**config.mk**
```make
export PLATFORM = sky130hd
export DESIGN_NAME = ext_bus_yield_ctrl
export DESIGN_NICKNAME = d
export VERILOG_FILES = /design/src/rtl/bys_pkg.sv /design/src/rtl/bys_sync.sv /design/src/rtl/bys_pick.sv /design/src/rtl/bys_owner.sv /design/src/rtl/bys_drive.sv /design/src/rtl/ext_bus_yield_ctrl.sv
export SDC_FILE = /design/constraint.sdc
export NUM_CORES = 1
export LEC_CHECK = 0
export BUFFER_PORTS_ARGS = -buffer_cell sky130_fd_sc_hd__buf_2
export CORE_AREA = 2 2 39 41
export CTS_CLUSTER_DIAMETER = 80
export DETAILED_ROUTE_END_ITERATION = 10
export DIE_AREA = 0 0 41 43
export GPL_TIMING_DRIVEN = 0
export HOLD_SLACK_MARGIN = 0.12
export SYNTH_ARGS = -nofsm -noshare
export SYNTH_HDL_FRONTEND = slang
export SYNTH_SLANG_ARGS = --single-unit
```
**constraint.sdc**
```tcl
create_clock -name clk -period 1.2 [get_ports clk]
set_clock_uncertainty 0.05 [all_clocks]
set_input_delay 0.06 -clock clk [delete_from_list [all_inputs] [get_ports clk]]
set_output_delay 0.06 -clock clk [all_outputs]
set_load 0.03 [all_outputs]
```
**src/rtl/bys_pkg.sv**
```systemverilog
package bys_pkg;
   typedef enum logic {
      OWN_CORE = 1'b0,
      OWN_EXT  = 1'b1
   } bus_owner_t;
endpackage

```
**src/rtl/bys_sync.sv**
```systemverilog
module bys_sync #(
   parameter int STAGES = 2
) (
   input  logic clk,
   input  logic rst_n,
   input  logic d_i,
   output logic q_o
);
   generate
      if (STAGES < 2) begin : g_bad
         $error("bys_sync: STAGES must be at least 2");
      end
   endgenerate

   logic [STAGES-1:0] chain_q;

   generate
      for (genvar s = 0; s < STAGES; s++) begin : g_stage
         if (s == 0) begin : g_first
            always_ff @(posedge clk or negedge rst_n) begin
               if (!rst_n) chain_q[0] <= 1'b0;
               else        chain_q[0] <= d_i;
            end
         end else begin : g_next
            always_ff @(posedge clk or negedge rst_n) begin
               if (!rst_n) chain_q[s] <= 1'b0;
               else        chain_q[s] <= chain_q[s-1];
            end
         end
      end
   endgenerate

   assign q_o = chain_q[STAGES-1];
endmodule

```
**src/rtl/bys_pick.sv**
```systemverilog
module bys_pick #(
   parameter int N = 2
) (
   input  logic [N-1:0] req_i,
   output logic [N-1:0] pick_o
);
   logic [N:0] taken;

   assign taken[0] = 1'b0;
   generate
      for (genvar k = 0; k < N; k++) begin : g_pri
         assign pick_o[k]   = req_i[k] & ~taken[k];
         assign taken[k+1]  = taken[k] | req_i[k];
      end
   endgenerate

   always_comb begin
      assert ($countones(pick_o) <= 1)
         else $error("p_pick_onehot_r12: more than one requester picked");
   end
endmodule

```
**src/rtl/bys_owner.sv**
```systemverilog
module bys_owner
   import bys_pkg::*;
#(
   parameter int N_REQ = 2
) (
   input  logic             clk,
   input  logic             rst_n,
   input  logic             req_s_i,
   input  logic [N_REQ-1:0] xreq_i,
   input  logic             acc_done_i,
   output logic             grant_q_o,
   output logic             grant_nx_o,
   output logic             busy_o,
   output logic [N_REQ-1:0] sel_o
);
   bus_owner_t       own_q, own_nx;
   logic             busy_q, busy_nx;
   logic [N_REQ-1:0] sel_q, sel_nx, pick;
   logic             any_req, start;

   bys_pick #(.N(N_REQ)) pick_i (.req_i(xreq_i), .pick_o(pick));

   assign any_req = |xreq_i;
   assign start   = (own_q == OWN_CORE) && !busy_q && !req_s_i && any_req;

   always_comb begin
      own_nx = own_q;
      unique case (own_q)
         OWN_CORE: if (req_s_i && (!busy_q || acc_done_i)) own_nx = OWN_EXT;
         OWN_EXT:  if (!req_s_i)                           own_nx = OWN_CORE;
         default:  own_nx = OWN_CORE;
      endcase
   end

   always_comb begin
      busy_nx = busy_q;
      sel_nx  = sel_q;
      if (start) begin
         busy_nx = 1'b1;
         sel_nx  = pick;
      end else if (busy_q && acc_done_i) begin
         busy_nx = 1'b0;
         sel_nx  = '0;
      end
   end

   always_ff @(posedge clk or negedge rst_n) begin
      if (!rst_n) begin
         own_q  <= OWN_CORE;
         busy_q <= 1'b0;
         sel_q  <= '0;
      end else begin
         own_q  <= own_nx;
         busy_q <= busy_nx;
         sel_q  <= sel_nx;
      end
   end

   assign grant_q_o  = (own_q == OWN_EXT);
   assign grant_nx_o = (own_nx == OWN_EXT);
   assign busy_o     = busy_q;
   assign sel_o      = sel_q;

   p_idle_grant_r2: assert property (@(posedge clk) disable iff (!rst_n)
      (!grant_q_o && !busy_q && req_s_i) |=> grant_q_o);
   p_defer_grant_r3: assert property (@(posedge clk) disable iff (!rst_n)
      (!grant_q_o && busy_q && !acc_done_i) |=> !grant_q_o);
   p_release_r6: assert property (@(posedge clk) disable iff (!rst_n)
      (grant_q_o && !req_s_i) |=> !grant_q_o);
   p_no_start_granted_r8: assert property (@(posedge clk) disable iff (!rst_n)
      (grant_q_o && !busy_q) |=> !busy_q);
   p_sel_busy_r12: assert property (@(posedge clk) disable iff (!rst_n)
      busy_q |-> ($countones(sel_q) == 1));
   p_sel_idle_r12: assert property (@(posedge clk) disable iff (!rst_n)
      !busy_q |-> (sel_q == '0));
endmodule

```
**src/rtl/bys_drive.sv**
```systemverilog
module bys_drive #(
   parameter bit GO_EN = 1'b1
) (
   input  logic clk,
   input  logic rst_n,
   input  logic grant_nx_i,
   input  logic grant_i,
   input  logic go_mode_i,
   input  logic any_xreq_i,
   output logic drv_en_o,
   output logic halt_o,
   output logic hung_o
);
   logic go_eff;
   logic drv_en_q;

   generate
      if (GO_EN) begin : g_go
         assign go_eff = go_mode_i;
      end else begin : g_nogo
         assign go_eff = go_mode_i & 1'b0;
      end
   endgenerate

   always_ff @(posedge clk or negedge rst_n) begin
      if (!rst_n) drv_en_q <= 1'b1;
      else        drv_en_q <= !grant_nx_i;
   end

   assign drv_en_o = drv_en_q;
   assign hung_o   = grant_i && any_xreq_i;
   assign halt_o   = grant_i && (!go_eff || any_xreq_i);

   p_drv_mirror_r10: assert property (@(posedge clk) disable iff (!rst_n)
      drv_en_o != grant_i);
   p_hung_halts_r7: assert property (@(posedge clk) disable iff (!rst_n)
      hung_o |-> (grant_i && halt_o));
endmodule

```
**src/rtl/ext_bus_yield_ctrl.sv**
```systemverilog
module ext_bus_yield_ctrl #(
   parameter int N_REQ       = 2,
   parameter int SYNC_STAGES = 2,
   parameter bit GO_EN       = 1'b1
) (
   input  logic             clk,
   input  logic             rst_n,
   input  logic             core_rst_i,
   input  logic             ext_req_i,
   input  logic             go_mode_i,
   input  logic [N_REQ-1:0] xreq_i,
   input  logic             acc_done_i,
   output logic             grant_o,
   output logic             hung_o,
   output logic             drv_en_o,
   output logic             halt_o,
   output logic             acc_busy_o,
   output logic [N_REQ-1:0] acc_sel_o
);
   generate
      if (N_REQ < 1) begin : g_bad_n
         $error("ext_bus_yield_ctrl: N_REQ must be at least 1");
      end
   endgenerate

   logic             req_s;
   logic             grant_q, grant_nx;
   logic [N_REQ-1:0] xreq_m;

   assign xreq_m = core_rst_i ? '0 : xreq_i;

   bys_sync #(.STAGES(SYNC_STAGES)) sync_i (
      .clk(clk), .rst_n(rst_n), .d_i(ext_req_i), .q_o(req_s));

   bys_owner #(.N_REQ(N_REQ)) owner_i (
      .clk(clk), .rst_n(rst_n), .req_s_i(req_s), .xreq_i(xreq_m),
      .acc_done_i(acc_done_i), .grant_q_o(grant_q), .grant_nx_o(grant_nx),
      .busy_o(acc_busy_o), .sel_o(acc_sel_o));

   bys_drive #(.GO_EN(GO_EN)) drive_i (
      .clk(clk), .rst_n(rst_n), .grant_nx_i(grant_nx), .grant_i(grant_q),
      .go_mode_i(go_mode_i), .any_xreq_i(|xreq_m),
      .drv_en_o(drv_en_o), .halt_o(halt_o), .hung_o(hung_o));

   assign grant_o = grant_q;

   p_core_rst_mask_r9: assert property (@(posedge clk) disable iff (!rst_n)
      (core_rst_i && !acc_busy_o) |=> !acc_busy_o);
endmodule

```
==> Yosys cells after proc, flatten, opt, wreduce, memory -nomap -nowiden <==
Cells that the tools add are included.
W data, S select, Z words.
{ "word_totals": {"reg_bits": 7, "wordCells": 32} }
{ "classes": {"n_mux": 8, "n_bitwise": 3, "reduce_logical": 15} }
{ "ops": {"columns": ["cell", "n"], "rows": [
  ["$logic_and A1 B1 Y1", 7],
  ["$mux W2", 3],
  ["$logic_not A1 Y1", 4],
  ["$mux W1", 4],
  ["$logic_or A1 B1 Y1", 2],
  ["$not A1 Y1", 2],
  ["$pmux W1 S2", 1],
  ["$reduce_bool A2 Y1", 1],
  ["$reduce_or A2 Y1", 1],
  ["$and A1 B1 Y1", 1]
]} }

==> Logic depth before layout (Yosys ltp) <==
Gate-level depths: netlist of run 1.
{ "depth": {"ltp_word": 6, "depth_mapped": 3} }

==> By module <==
A second synthesis of run 1 with hierarchy kept.
{ "unflattened": {"cells_unflattened": 25, "area_unflattened_um2": 330.3} }
{ "modules_own_cells": {"columns": ["mod", "n_inst", "cells_per_inst", "area_per_inst_um2"], "rows": [
  ["bys_owner", 1, 13, 182.7],
  ["bys_sync", 1, 2, 50.0],
  ["bys_drive", 1, 5, 48.8],
  ["ext_bus_yield_ctrl", 1, 3, 27.5],
  ["bys_pick", 1, 2, 21.3]
]} }

==> Worst setup path before layout of run 1 <==
No wires, ideal clock.
{ "synth_path": {"path_kind": "register to output", "from": "register owner_i.own_q (netlist: owner_i.grant_q_o)", "to": "output port halt_o", "arrival_time_ps": 1694, "required_time_ps": 1090, "setup_slack_ps": -604, "stages_incl_launch_ff": 3, "n_path_buf": 0, "cell_sequence": "dfrtp_1 > nor3b_1 > a21o_2"} }
{ "synth_between": {"elab_chain_cells": 1} }
{ "synth_lines": {"columns": ["item", "line_no", "source"], "rows": [
  ["start: declaration", "bys_owner.sv:16", "bus_owner_t own_q, own_nx;"],
  ["start signal: assignment", "bys_owner.sv:53", "own_q <= own_nx;"],
  ["$logic_and A1 B1 Y1", "bys_drive.sv:32", "assign halt_o = grant_i && (!go_eff || any_xreq_i);"],
  ["end: declaration", "ext_bus_yield_ctrl.sv:16", "output logic halt_o,"]
]} }
No other way between the ends.

==> Worst setup path after layout of run 1 <==
Ends and elaborated chain as after synthesis.

==> run metrics, run 1 <==
Area Growth Syn to Fin=84.47%; Highest Clock Rate=796.8 MHz; clock power share=30.5%; status=finished with violations; post-layout util=36.53%; num ports=15; core area=0.001384 mm²; Slew @ Worst Pin=0.2604 ns; CTS Buffer Depth=2; leakage power=0.2504 nW; die width=41 µm; failing checks=setup timing; critical path class=flop to output pin; largest net degree at the start of global routing=7; Slew HR=82.59%; combinational share of power=27.6%; Clock Pin Slew Worst Setup and Hold Paths=0.05 ns; Startpoint Class=flop; CP max FO=2; Final WS setup=-0.05501 ns; register-to-register setup slack=-0.03 ns; first-pass GRT wire length=1.028 mm; Yosys reg bits=7; worst path required time=1.09 ns; Routed Antenna Nets=0; Pint=472.8 µW; CP peak stage delay=0.42 ns; DRC=0; Starting Density=19.80%; H-tree lvl count=1; sequential area share after synthesis=64.38%; die area=0.001763 mm²; routed vias=256; RSZ-0062 raised after global routing=yes; initial antenna violation count=0; FP Rows=14; crit end category=output pin; Tot Pwr=674.2 µW; Synthesized Nets=30; Final Cycle Share=104.6%; Sink Count=7; post-route setup TNS=-0.08088 ns; PortBufs=14; Hold Path Class=primary input to flop; die height=43 µm; part of the power in registers=41.9%; layout cell share with drive strength beyond 1=53.06%; clock insertion delay at the later pin of the skew report=0.24 ns; Routed WL=661 µm; Sw Share=29.88%; nets@finish=58; setup violators final=2; Cell Area, Synth=274.0 µm²; total of max-cap violations=0; Fill cells=145; Avg WL per Cell=10.17 µm; power per standard cell area=1334 mW/mm²; vias in the first global route=263; CTS root buf=clkbuf_4; gr usage total=8.934%; Max IR drop VDD=0.6089 mV; Sw Pwr=201.4 µW; gpl congestion=0.5866; n_diodes=0; CP Cell Sequence=nor3b_4, a21o_2, buf_6; YS warnings=0; DRT iter0 DRCs=1; final hold viol count=0; number of distinct library cells after synthesis=12; CTS Buf Count=3; drt first pass iters=4; Crit-path slowest cell=dfrtp_2; GRT Residual Overflow=0; fin crit period=1.255 ns; Syn Area/Cell=12.46 µm²; via/cell ratio=3.938; Mapped Cells=22; max-slew violation count=0; CTS tree=built; CP arrival=1.15 ns
## through the flow
stage | hold WS (ns) | instances | worst slack (ns) | cell area, µm²
final | 0.1560 | 65 | -0.05501 | 505.5
after global routing | 0.1678 | 65 | -0.08505 | 505.5
after CTS | 0.1559 | 65 | -0.06835 | 505.5
after detailed placement | -0.1532 | 52 | -0.07574 | 377.9
after global placement | -0.1554 | 52 | -0.06405 | 377.9
after floorplan | -0.2856 | 22 | -0.09806 | 287.8
## worst paths after layout
check                             startpoint                to  cells after the start
setup reg to reg           owner_i.grant_q_o  owner_i.sel_o[0]                      4
max in group asynchronous              rst_n    owner_i.busy_o                      3
min in group asynchronous              rst_n  drive_i.drv_en_o                      2
hold reg to reg            sync_i.chain_q[0]        sync_i.q_o                      0
setup / recovery           owner_i.grant_q_o            halt_o                      3
hold / removal                    core_rst_i  owner_i.sel_o[1]                      4
## synthesized netlist by cell type
| cell type | number | share of area, % |
|---|---|---|
| dfrtp_1 | 6 | 55 |
| nand2_1 | 4 | 5.5 |
| inv_1 | 2 | 2.7 |
| o21ai_0 | 2 | 3.7 |
| a21o_2 | 1 | 3.2 |
| a22oi_1 | 1 | 2.7 |
| a32o_1 | 1 | 3.7 |
| dfstp_2 | 1 | 9.6 |
| nand2b_1 | 1 | 2.3 |
| nor2_1 | 1 | 1.4 |
| nor3b_1 | 1 | 2.7 |
| nor4_4 | 1 | 7.8 |
## sequential cells by signal, indices dropped and copies added, names as in the netlist
signal             flops
owner_i.busy_o         1
drive_i.drv_en_o       1
sync_i.chain_q         1
owner_i.grant_q_o      1
sync_i.q_o             1
owner_i.sel_o          2
## layout make-up
cell class | instances | area [µm²] | area share, %
sequential | 7 | 178.9 | 35.40
clock buffer | 4 | 26.28 | 5.198
tap | 16 | 20.02 | 3.960
multi-input combinational | 13 | 101.3 | 20.05
inverter | 2 | 7.507 | 1.485
timing repair buffer | 23 | 171.4 | 33.91
## cells in the final DEF, fill, tap and decap left out
cell type and instances:
buf_2 13, dlygate4sd3_1 6, nand2_1 4, dfrtp_1 4
clkbuf_4 3, inv_1 2, dfrtp_2 2, buf_4 2
nor2_1 1, nor3b_4 1, a21o_2 1, nand2b_1 1
o21ai_1 1, nor4_4 1, o21ai_0 1, a22oi_1 1
a32o_1 1, clkbuf_1 1, dfstp_2 1, buf_6 1
buf_12 1
## power groups by stage
| stage | Sequential [mW] | Clock, mW | Combinational [mW] |
|---|---|---|---|
| detailed placement | 0.289 | 0 | 0.149 |
| CTS | 0.282 | 0.219 | 0.187 |
| finish | 0.282 | 0.206 | 0.186 |
| global route | 0.285 | 0.233 | 0.203 |
| global placement | 0.288 | 0 | 0.146 |
| floorplan | 0.335 | 0 | 0.0454 |
## what timing repair did
item                                    in CTS  in global routing
hold buffers                                 6                  0
endpoints found under the setup margin       3                  4
hold endpoints to repair                    12                  0
buffers inserted                             3                  0
resized for setup                            2                  1
gates cloned                                 0                  0
pin swaps                                    0                  1
## worst max-delay path, delay by kind of cell, from the launching register on
family                 cells  cell delay, ns
DFF                        1            0.42
and+or+nand+nor            1            0.16
AOI/OAI and AO/OA          1            0.19
buffers and inverters      1            0.13
## cells by family after synthesis
kind of cell | after synthesis | synth area share [%]
compound gates | 5 | 13.24
buf+inv | 2 | 2.741
flops | 7 | 64.38
simple gates | 8 | 19.63
## per-layer routing
metal	up-vias	share of wire [%]	GRT usage [%]
met5	-	0	0
met3	0	12	1.571
met4	0	0	6.000
met1	112	42	10.33
met2	15	46	14.06
li1	129	-	-
No activity file was read; power rests on OpenSTA's default activity.
==> inputs of run 2 (changes only) <==
--- a/config.mk
+++ b/config.mk
@@ -12,6 +12,7 @@
 export DIE_AREA = 0 0 41 43
 export GPL_TIMING_DRIVEN = 0
 export HOLD_SLACK_MARGIN = 0.12
+export PLACE_DENSITY_LB_ADDON = 0.1
 export SYNTH_ARGS = -nofsm -noshare
 export SYNTH_HDL_FRONTEND = slang
 export SYNTH_SLANG_ARGS = --single-unit
==> run 2 against run 1 <==
The run still ends with setup timing left. Wire length fell by 5.1%. Highest routed layer unchanged. Utilization rose by 0.18 points. Fmax fell by 0.20%. Global-route usage up 0.11 points. Die area is the same. Worst setup slack got worse by 0.0025 ns. Hold slack worse by 0.012 ns.
==> run metrics, run 2 (synthesis results as in run 1) <==
status=finished with violations; failing checks=setup timing; Final Cycle Share=104.8% (+0.21 points); Largest register FFs=2 (unchanged); Hold Path Class=primary input to flop; leakage power=0.2494 nW (-0.43%); FP Rows=14 (unchanged); drt first pass iters=4 (unchanged); critical path class=flop to output pin; setup violators final=2 (unchanged); Starting Density=19.80% (unchanged); CP max FO=3 (+1); Slew HR=85.90% (+3.3 points); nets@finish=58 (unchanged); commonest non-fill, non-tap cell in the layout=buf_2; part of the power in registers=42.4% (+0.5 points); first-pass GRT wire length=1.007 mm (-2.0%); M2 GR Usage=15.00% (+0.94 points); clock insertion delay at the later pin of the skew report=0.24 ns (about the same); final hold viol count=0 (unchanged); gr usage total=9.045% (+0.11 points); die height=43 µm (unchanged); PortBufs=14 (unchanged); core area=0.001384 mm² (unchanged); worst path required time=1.09 ns (about the same); combinational share of power=27.2% (-0.4 points); Routed WL=627 µm (-5.1%); Max IR drop VDD=0.6712 mV (+10%); Area Growth Syn to Fin=85.39%; Startpoint Class=flop; grt met1 use=7.692% (-2.6 points); Pint=471.4 µW (-0.30%); post-route setup TNS=-0.07192 ns (+0.008963 ns); most frequent cells in the layout=buf_2, dlygate4sd3_1, nand2_1, dfrtp_1, clkbuf_4; fin crit period=1.257 ns (+0.002471 ns); CTS Buf Count=3 (unchanged); CTS tree=built; CTS Buffer Depth=2 (unchanged); Slew @ Worst Pin=0.2099 ns (-0.05046 ns); grt peak-use layer=met2; num ports=15 (unchanged); crit end category=output pin; die area=0.001763 mm² (unchanged); Final WS setup=-0.05748 ns (-0.002471 ns); DRT iter0 DRCs=3 (+2); CTS root buf=clkbuf_4; Tot Pwr=667.1 µW (-1.0%); power per standard cell area=1313 mW/mm² (-1.5%); clock power share=30.4% (about the same); via/cell ratio=4.046 (+2.7%); GR Util met3=4.712% (+3.1 points); CP arrival=1.15 ns (about the same); Hold Slack=0.1444 ns (-0.01155 ns); gpl congestion=0.6442 (+9.8%); total of max-cap violations=0 (unchanged); Routed Antenna Nets=0 (unchanged); Highest Clock Rate=795.2 MHz (-0.20%); Sink Count=7 (unchanged); initial antenna violation count=0 (unchanged); GRT Residual Overflow=0 (unchanged); routed vias=263 (+2.7%); max-slew violation count=0 (unchanged); Sw Pwr=195.8 µW (-2.8%); Sw Share=29.34% (-0.53 points); H-tree lvl count=1 (unchanged); layout cell share with drive strength beyond 1=51.02% (-2.0 points); Avg WL per Cell=9.646 µm (-5.1%); die width=41 µm (unchanged); largest net degree at the start of global routing=5 (-2); DRC=0 (unchanged); RSZ-0062 raised after global routing=yes; Clock Pin Slew Worst Setup and Hold Paths=0.05 ns (about the same); vias in the first global route=268 (+1.9%); n_diodes=0 (unchanged)
-- run 2: changes by cell type in the layout (fill, tap and decap cells not counted) --
cell           previous run  this run
buf_4                     2         1
dlygate4sd3_1             6         7
-- run 2: path summary, 6_finish.rpt --
| kind | end | startpoint | slack, ns | cells after the start |
|---|---|---|---|---|
| setup / recovery | halt_o | owner_i.grant_q_o | -0.06 | 3 |
| hold / removal | owner_i.sel_o[1] | core_rst_i | 0.14 | 4 |
| setup reg to reg | owner_i.sel_o[0] | owner_i.grant_q_o | -0.01 | 4 |
| hold reg to reg | sync_i.q_o | sync_i.chain_q[0] | 0.30 | 0 |
| max in group asynchronous | owner_i.busy_o | rst_n | 0.21 | 3 |
| min in group asynchronous | drive_i.drv_en_o | rst_n | 0.26 | 2 |
-- run 2: timing repair --
action / in CTS / in global routing
endpoints found under the hold margin: 12 / 0
hold buffers: 7 / 0
setup buffers: 2 / 0
endpoints found under the setup margin: 3 / 4
gates resized for setup: 2 / 1
-- run 2: area by class of cell --
class | instances | area [µm²]
Fill cell | 154 | 875.8
Sequential cell | 7 | 178.9
Timing Repair Buffer | 23 | 173.9
Multi-Input combinational cell | 13 | 101.3
Clock buffer | 4 | 26.28
Tap cell | 16 | 20.02
Inverter | 2 | 7.507
-- run 2: critical path, stage by stage, from the launching register on --
cell     delay (ns)
dfrtp_2        0.43
nor3b_4        0.16
a21o_2         0.19
buf_6          0.13
-- run 2: stage by stage --
stage / instances / worst slack (ns) / cell area, µm² / util, %
finish: 65 / -0.05748 / 508.0 / 36.71
global route: 65 / -0.1081 / 508.0 / 36.71
detailed placement: 52 / -0.06916 / 377.9 / 27.31
CTS: 65 / -0.07050 / 508.0 / 36.71
floorplan: 22 / -0.09806 / 287.8 / -
global placement: 52 / -0.06125 / 377.9 / 27.31
-- run 2: power groups by stage --
stage	logic, mW	registers [mW]	clock network (mW)
floorplan	0.0454	0.335	0
global placement	0.147	0.287	0
detailed placement	0.148	0.288	0
CTS	0.184	0.283	0.216
global route	0.196	0.287	0.228
finish	0.181	0.283	0.203
-- run 2: routing by layer --
metal,up-vias,routed length (µm)
met2,9,344
met1,125,236
met3,0,46
li1,129,-
met4,0,0
met5,-,0
==> inputs of run 3 (changes only) <==
--- a/config.mk
+++ b/config.mk
@@ -7,6 +7,7 @@
 export LEC_CHECK = 0
 export BUFFER_PORTS_ARGS = -buffer_cell sky130_fd_sc_hd__buf_2
 export CORE_AREA = 2 2 39 41
+export CTS_BUF_LIST = sky130_fd_sc_hd__clkbuf_8
 export CTS_CLUSTER_DIAMETER = 80
 export DETAILED_ROUTE_END_ITERATION = 10
 export DIE_AREA = 0 0 41 43
==> run 3 against run 2 <==
The run still ends with setup timing left. Critical path depth did not move. Via count fell by 4.6%. Clock-buffer cell count fell by 1. First-iteration DRC count did not move. Global-route usage fell by 0.51 points. Wire length fell by 5.6%. Utilization fell by 0.99 points.
==> run metrics, run 3 (synthesis results as in run 1) <==
setup violators final=1 (-1); Slew HR=85.89% (about the same); Area Growth Syn to Fin=80.37%; initial antenna violation count=0 (unchanged); core area=0.001384 mm² (unchanged); commonest non-fill, non-tap cell in the layout=buf_2; PortBufs=14 (unchanged); crit end category=output pin; Clock Pin Slew Worst Setup and Hold Paths=0.04 ns (about the same); failing checks=setup timing; drt first pass iters=4 (unchanged); Worst Setup SP=owner_i.grant_q_o; Critical path destination=halt_o; CTS tree=built; via/cell ratio=3.984 (-1.5%); largest net degree at the start of global routing=8 (+3); DRC=0 (unchanged); Hold Path Class=primary input to async pin; vias in the first global route=264 (-1.5%); Crit Reg-Reg Startpoint=owner_i.grant_q_o; CTS Buf Count=3 (unchanged); status=finished with violations; DRT iter0 DRCs=3 (unchanged); register-to-register setup slack=0.01 ns (+0.02 ns); critical path class=flop to output pin; die height=43 µm (unchanged); fin crit period=1.238 ns (-0.01914 ns); gr usage total=8.537% (-0.51 points); first-pass GRT wire length=972 µm (-3.5%); Fill cells=151 (-1.9%); Avg WL per Cell=9.397 µm (-2.6%); RSZ-0062 raised after global routing=yes; Max IR drop VDD=0.7632 mV (+14%); H-tree lvl count=1 (unchanged); gpl congestion=0.6442 (unchanged); Sink Count=7 (unchanged); post-layout util=35.71% (-0.99 points); CP max FO=4 (+1); Slew @ Worst Pin=0.2101 ns (+0.0002285 ns); Largest register FFs=2 (unchanged); Worst Reg-to-Reg Cells=3 (-1); CTS root buf=clkbuf_8; Reg2Reg Capture Point=owner_i.sel_o[0]; routed vias=251 (-4.6%); num ports=15 (unchanged); nets@finish=56 (-3.4%); FP Rows=14 (unchanged); CTS Buffer Depth=2 (unchanged); power per standard cell area=1538 mW/mm² (+17%); leakage power=0.2482 nW (-0.46%); Highest Clock Rate=807.5 MHz (+1.5%); final hold viol count=0 (unchanged); worst path required time=1.09 ns (about the same); total of max-cap violations=0 (unchanged); Starting Density=19.80% (unchanged); CP arrival=1.13 ns (-0.02 ns); clock insertion delay at the later pin of the skew report=0.22 ns (-0.02 ns); Final WS setup=-0.03834 ns (+0.01914 ns); Final Cycle Share=103.2% (-1.6 points); die area=0.001763 mm² (unchanged); max-slew violation count=0 (unchanged); Routed WL=592 µm (-5.6%); most frequent cells in the layout=buf_2, dlygate4sd3_1, nand2_1, dfrtp_1; Startpoint Class=flop; n_diodes=0 (unchanged); GRT Residual Overflow=0 (unchanged); die width=41 µm (unchanged); post-route setup TNS=-0.03834 ns (+0.03358 ns); Routed Antenna Nets=0 (unchanged); layout cell share with drive strength beyond 1=53.19% (+2.2 points)
run 3: changes by cell type in the layout (fill, tap and decap cells not counted), sizes merged:
cell / previous run / this run
dlygate4sd3: 7 / 5
inv: 2 / 3
clkbuf: 4 / 3
run 3: worst min path at each step:
stage                        end  slack (ns)  depth (start not counted)
2_1_floorplan     owner_i.busy_o       -0.29                          0
3_3_place_gp   sync_i.chain_q[0]       -0.15                          1
3_5_place_dp   sync_i.chain_q[0]       -0.15                          1
4_1_cts               sync_i.q_o        0.15                          2
5_1_grt        sync_i.chain_q[0]        0.17                          2
6_report              sync_i.q_o        0.16                          2
run 3: layer usage:
metal  wire (µm)  GRT usage [%]  vias up
met4           0          6.000        0
met1         222          7.358      115
met3          61          4.712        0
li1            -              -      125
met5           0              0        -
met2         308          13.75       11
run 3: final cells by class:
type | count | area, µm² | area share [%]
Tap cell | 16 | 20.02 | 4.051
Sequential cell | 7 | 178.9 | 36.20
Inverter | 2 | 7.507 | 1.519
Multi-Input combinational cell | 13 | 101.3 | 20.51
Clock buffer | 3 | 41.29 | 8.354
Timing Repair Buffer | 21 | 141.4 | 28.61
Clock inverter | 1 | 3.754 | 0.7595
run 3: stage by stage:
stage | instance area, µm² | setup slack [ns] | cells | hold slack, ns | power, mW
floorplan | 287.8 | -0.09806 | 22 | -0.2856 | 0.3808
global placement | 377.9 | -0.06125 | 52 | -0.1527 | 0.4341
detailed placement | 377.9 | -0.06916 | 52 | -0.1503 | 0.4365
CTS | 494.2 | -0.04868 | 63 | 0.1524 | 0.7757
global route | 494.2 | -0.08679 | 63 | 0.1673 | 0.8067
finish | 494.2 | -0.03834 | 63 | 0.1591 | 0.7602
run 3: critical path, cell delays in order (launching register included):
cell and delay (ns):
dfrtp_2 0.43, nor3b_4 0.16, a21o_2 0.19, buf_6 0.13
run 3: what timing repair did:
action                     in CTS  in global routing
buffers inserted                2                  0
pin swaps                       3                  1
hold endpoints to repair       12                  0
gates resized for setup         2                  1
setup endpoints to repair       2                  4
hold buffers                    5                  0
run 3: where the power goes:
part           total [mW]  switching [mW]  internal, mW
combinational       0.169          0.0995        0.0697
clock               0.306          0.0866         0.220
sequential          0.285          0.0179         0.267
total               0.760           0.204         0.556
